--- config.mk ---
export PLATFORM = sky130hd
export DESIGN_NAME = gpio_irq_sense
export DESIGN_NICKNAME = d
export VERILOG_FILES = /design/src/rtl/gis_pkg.sv /design/src/rtl/gis_pin_fsm.sv /design/src/rtl/gis_port.sv /design/src/rtl/gpio_irq_sense.sv
export SDC_FILE = /design/constraint.sdc
export NUM_CORES = 1
export LEC_CHECK = 0
export BUFFER_PORTS_ARGS = -buffer_cell sky130_fd_sc_hd__buf_2
export CAP_MARGIN = 20
export CORE_MARGIN = 4
export CORE_UTILIZATION = 25
export DETAILED_ROUTE_END_ITERATION = 8
export GPL_ROUTABILITY_DRIVEN = 0
export PLACE_DENSITY_LB_ADDON = 0.05
export SYNTH_ARGS = -nofsm -noshare
export SYNTH_HDL_FRONTEND = slang
export SYNTH_SLANG_ARGS = --single-unit
--- constraint.sdc ---
create_clock -name clk -period 1.2 [get_ports clk]
set_input_delay 0.06 -clock clk [delete_from_list [all_inputs] [get_ports clk]]
set_output_delay 0.06 -clock clk [all_outputs]
set_load 0.05 [all_outputs]
--- src/rtl/gis_pkg.sv ---
package gis_pkg;

    typedef enum logic {
        PIN_IDLE = 1'b0,
        PIN_PEND = 1'b1
    } pin_state_t;

    typedef struct packed {
        logic both;       // any change counts (edge mode only)
        logic edge_mode;  // 1: edge, 0: level
        logic pol;        // 1: high / rising
    } pin_sense_t;

endpackage

--- src/rtl/gis_pin_fsm.sv ---
module gis_pin_fsm
    import gis_pkg::*;
(
    input  logic       clk,
    input  logic       rst_n,
    input  logic       lvl,
    input  pin_sense_t sense,
    input  logic       clr,
    output logic       status
);

    pin_state_t state_q, state_d;
    logic       prev_q;
    logic       rise, fall, edge_evt, lvl_active, trigger;

    // History register samples the pin in and out of reset alike, so the
    // first compare after reset sees no change.
    always_ff @(posedge clk) begin
        prev_q <= lvl;
    end

    always_comb begin
        rise       = lvl & ~prev_q;
        fall       = ~lvl & prev_q;
        edge_evt   = sense.both ? (rise | fall) : (sense.pol ? rise : fall);
        lvl_active = sense.pol ? lvl : ~lvl;
        trigger    = sense.edge_mode ? edge_evt : lvl_active;
    end

    // State register
    always_ff @(posedge clk) begin
        if (!rst_n) state_q <= PIN_IDLE;
        else        state_q <= state_d;
    end

    // Next-state decode
    always_comb begin
        state_d = state_q;
        unique case (state_q)
            PIN_IDLE: begin
                if (trigger) state_d = PIN_PEND;          // trigger
            end
            PIN_PEND: begin
                if (sense.edge_mode) begin
                    if (clr && !edge_evt) state_d = PIN_IDLE;  // acknowledge
                end else if (!lvl_active) begin
                    state_d = PIN_IDLE;                     // release
                end
            end
            default: state_d = PIN_IDLE;
        endcase
    end

    // Output decode
    always_comb begin
        status = (state_q == PIN_PEND);
    end

    AST_EDGE_SETS: assert property (@(posedge clk) disable iff (!rst_n)
        (sense.edge_mode && edge_evt) |=> status);
    AST_EDGE_HOLDS: assert property (@(posedge clk) disable iff (!rst_n)
        (sense.edge_mode && status && !clr) |=> status);
    AST_ACK_CLEARS: assert property (@(posedge clk) disable iff (!rst_n)
        (sense.edge_mode && clr && !edge_evt) |=> !status);
    AST_CLR_RACE: assert property (@(posedge clk) disable iff (!rst_n)
        (sense.edge_mode && clr && edge_evt) |=> status);
    AST_LEVEL_TRACK: assert property (@(posedge clk) disable iff (!rst_n)
        (!sense.edge_mode) |=> (status == $past(lvl_active)));

endmodule

--- src/rtl/gis_port.sv ---
module gis_port
    import gis_pkg::*;
#(
    parameter int PINS = 8
) (
    input  logic              clk,
    input  logic              rst_n,
    input  logic [PINS-1:0]   lvl,
    input  logic [3*PINS-1:0] cfg,
    input  logic              clr_stb,
    input  logic [PINS-1:0]   clr_data,
    output logic [PINS-1:0]   status
);

    for (genvar n = 0; n < PINS; n++) begin : g_pin
        pin_sense_t sense;
        assign sense.pol       = cfg[n];
        assign sense.edge_mode = cfg[PINS + n];
        assign sense.both      = cfg[2*PINS + n];

        gis_pin_fsm u_pin (
            .clk    (clk),
            .rst_n  (rst_n),
            .lvl    (lvl[n]),
            .sense  (sense),
            .clr    (clr_stb & clr_data[n]),
            .status (status[n])
        );
    end

endmodule

--- src/rtl/gpio_irq_sense.sv ---
module gpio_irq_sense #(
    parameter int NUM_PORTS = 4,
    parameter int PINS      = 8
) (
    input  logic                          clk,
    input  logic                          rst_n,
    input  logic [NUM_PORTS*PINS-1:0]     pin_lvl,
    input  logic [NUM_PORTS*3*PINS-1:0]   sense_cfg,
    input  logic [NUM_PORTS*PINS-1:0]     irq_en,
    input  logic [NUM_PORTS-1:0]          clr_stb,
    input  logic [PINS-1:0]               clr_data,
    output logic [NUM_PORTS*PINS-1:0]     status,
    output logic                          bank_irq
);

    localparam int NPINS = NUM_PORTS * PINS;
    localparam int CFG_W = 3 * PINS;

    for (genvar p = 0; p < NUM_PORTS; p++) begin : g_port
        gis_port #(.PINS(PINS)) u_port (
            .clk      (clk),
            .rst_n    (rst_n),
            .lvl      (pin_lvl[p*PINS +: PINS]),
            .cfg      (sense_cfg[p*CFG_W +: CFG_W]),
            .clr_stb  (clr_stb[p]),
            .clr_data (clr_data),
            .status   (status[p*PINS +: PINS])
        );
    end

    logic [NPINS-1:0] armed;
    always_comb begin
        armed    = status & irq_en;
        bank_irq = |armed;
    end

    AST_IRQ_NEEDS_EN: assert property (@(posedge clk) disable iff (!rst_n)
        bank_irq |-> (irq_en != '0));
    AST_RESET_QUIET: assert property (@(posedge clk) disable iff (!rst_n)
        $rose(rst_n) |-> (status == '0));

endmodule

==> metrics.cfg <==
[run_status]
status=finished with violations
violations=setup timing

[critical_path]
startpoint_type=register
r2r_slack_ns=0.10
crit_cells=5
path_buf_inv=2
cp.required_ns=1.14
max_stage_delay_ns=0.53
crit_chain=a22oi_2 -> buf_4 -> nand4_1 -> or4_4 -> buf_8
worstPathMaxFanout=2
path_class=reg -> out
path_delay_family=simple AND/OR/NAND/NOR gates
cp_slowest_cell=or4_4
cp.arrival_ns=1.74
r2r_cells=5
endpoint_kind=primary output

[sta]
maxSlewViolCount=0
finalWorstSetupSlack_ns=-0.598
hold_viol=0
finalClockSkew_ns=0.00641
setup_violations=1
rsz0062_at_grt=yes
slew_headroom_pct=78.2
fin_crit_sh_pct=150
fmax_ghz=0.556
tightest_slew_ns=0.327
period_minus_slack_ns=1.80

[power]
p_per_area_nw_per_um2=1030
power.leakage_nw=3.87
ir_worst_vdd_mv=0.697

[placed_design]
placed_area_um2=5780
dp_hpwl_um=12300
portBuffers=206
place_inst=868

[worst_hold_path]
hold_class=in -> reg
holdPathStages=2

[clock_network]
clk_latency_ns=0.33
root_buffer=clkbuf_16
cts.path.max_buffers=2
cts_buffers=9
clk_pin_slew_ns=0.05
cts_max_level=3
cts_tree=built
numClockSinks=64

[cells_and_area]
antenna_cells=0
drive_gt1_share_pct=41.5
final_cell_area_um2=6930
syn_to_final_growth_pct=55.0
stdcell_count=938
nNetsFinal=949

[synthesis]
synth_compound_area_share_pct=23.5
synth_area_um2=4470
yosys.area_share.xor_xnor_pct=6.27
yosysWarningCount=0
synth_edf_count=0
synth_cell_types=16
synth_top_family_by_area=compound AO/OA/AOI/OAI gates
synthCells=444
yosys.area_share.adder_pct=17.9
synth.top_cell.area_share_pct=28.6
yosysSeqAreaShare_pct=28.6
synth_area_leader_cell=dfxtp_1
synth.area.top_cells=dfxtp_1 (29%), ha_1 (18%), mux2i_1 (7.2%), o211a_1 (7.2%), o2111ai_1 (6.3%)
async_flop_share_pct=0
syn_nets=682
synthSimpleGateAreaFrac_pct=5.20
synth.area.mux_share_pct=7.16
yosys-top-cells-count=dfxtp_1 (64), ha_1 (64), inv_1 (64)
ys_seq_elements=64
syn_area_per_cell_um2=10.1
synthFlopType=dfxtp_1

[die]
die_w_um=142
core_um2=17400
fp-row-count=48
dieHeight_um=142
pin_count=207
start_util_pct=25.7
dieArea_um2=20100

[drt]
wl_per_cell_um=16.2
drt_iter0_markers=127
drt-total-wl_um=15200
dr.pass1.iters=4
avgViaCountPerCell=4.30
route.detailed.drc=0
ant_nets=0
vias=4034

[grt]
gr-usage-all-layers_pct=14.9
grt_pass1_vias=4276
gr-total-overflow=0
grt_pass1_wl_um=22800
antenna_found_initial=1
grt_max_degree=33

[job]
cap_violations=0

-- repair_timing --
action                                 CTS  global route
cloned                                   0             0
hold buffers                            57             0
gates resized for setup                  8            77
pin swaps                                4             6
endpoints found under the hold margin   57             0
setup endpoints to repair                1            27
buffers inserted                         0             1
-- worst paths after layout --
kind / endpoint / start
max: bank_irq / g_port[2].u_port.g_pin[5].u_pin.status$_SDFF_PN0_
min: g_port[1].u_port.g_pin[4].u_pin.status$_SDFF_PN0_ / sense_cfg[36]
max reg2reg: g_port[0].u_port.g_pin[0].u_pin.status$_SDFF_PN0_ / g_port[0].u_port.g_pin[0].u_pin.prev_q$_DFF_P_
min reg2reg: g_port[0].u_port.g_pin[1].u_pin.status$_SDFF_PN0_ / g_port[0].u_port.g_pin[1].u_pin.status$_SDFF_PN0_
-- power breakdown --
part	switching (W)	internal, W
registers	0.0000889	0.00229
clock network	0.000947	0.00163
logic	0.00109	0.00108
-- layout by cell type, fill, tap and decap left out --
master	netlist	layout
buf_2	0	179
o211a_1	32	32
buf_6	0	24
nand2b_1	32	27
or4_4	0	1
o2111ai_2	0	6
nand4_1	4	4
ha_1	64	64
dlymetal6s4s_1	0	19
clkbuf_1	7	2
dfxtp_2	0	2
nand2b_4	0	5
a22oi_1	14	10
buf_4	32	33
buf_12	0	1
buf_8	0	1
dlygate4sd3_1	0	38
a22oi_2	2	6
a21bo_1	5	5
o2111ai_1	32	26
clkbuf_16	0	9
bufinv_16	0	1
inv_1	64	64
mux2i_1	32	32
xnor2_1	32	32
clkbuf_8	0	1
dfxtp_1	64	62
a21bo_2	27	27
-- sequential cells by signal (all words and copies together) (netlist names) --
register / flops
g_port.u_port.g_pin.u_pin.status: 32
g_port.u_port.g_pin.u_pin.prev_q: 32
-- metrics by stage --
stage                     util [%]  total power, W  worst slack, ns  TNS [ns]  hold slack [ns]
after floorplan                  -         0.00360          -0.0555   -0.0555           0.0877
after global placement        33.2         0.00432           -0.390    -0.390            0.219
after detailed placement      33.2         0.00435           -0.416    -0.416            0.220
after CTS                     38.2         0.00718           -0.649    -0.663          0.00996
after global routing          39.8         0.00753           -0.668    -0.712           0.0195
final                         39.8         0.00713           -0.598    -0.598           0.0228
-- layer usage --
layer  wire, µm  global-route usage, %  vias to the layer above
met5         13                      0                        -
met4        191                   4.55                        2
met3        922                   4.01                       14
met2       7570                   25.7                      115
met1       6500                   17.9                     1827
li1           -                      -                     2076
-- cell families after synthesis --
group	count (synthesis)
flip-flops	64
AND/OR/NAND/NOR	37
adder cells (fa/ha/maj)	64
multiplexers	32
XOR/XNOR	32
buffers and inverters	103
AO/OA/AOI/OAI	112
-- area by class of cell --
type,count,area [µm²]
Timing Repair Buffer,295,2070
Tap cell,225,282
Inverter,64,240
Sequential cell,64,1280
Fill cell,1807,10500
Clock buffer,12,246
Clock inverter,1,30.0
Multi-Input combinational cell,277,2780
No activity file was read; power rests on OpenSTA's default activity.
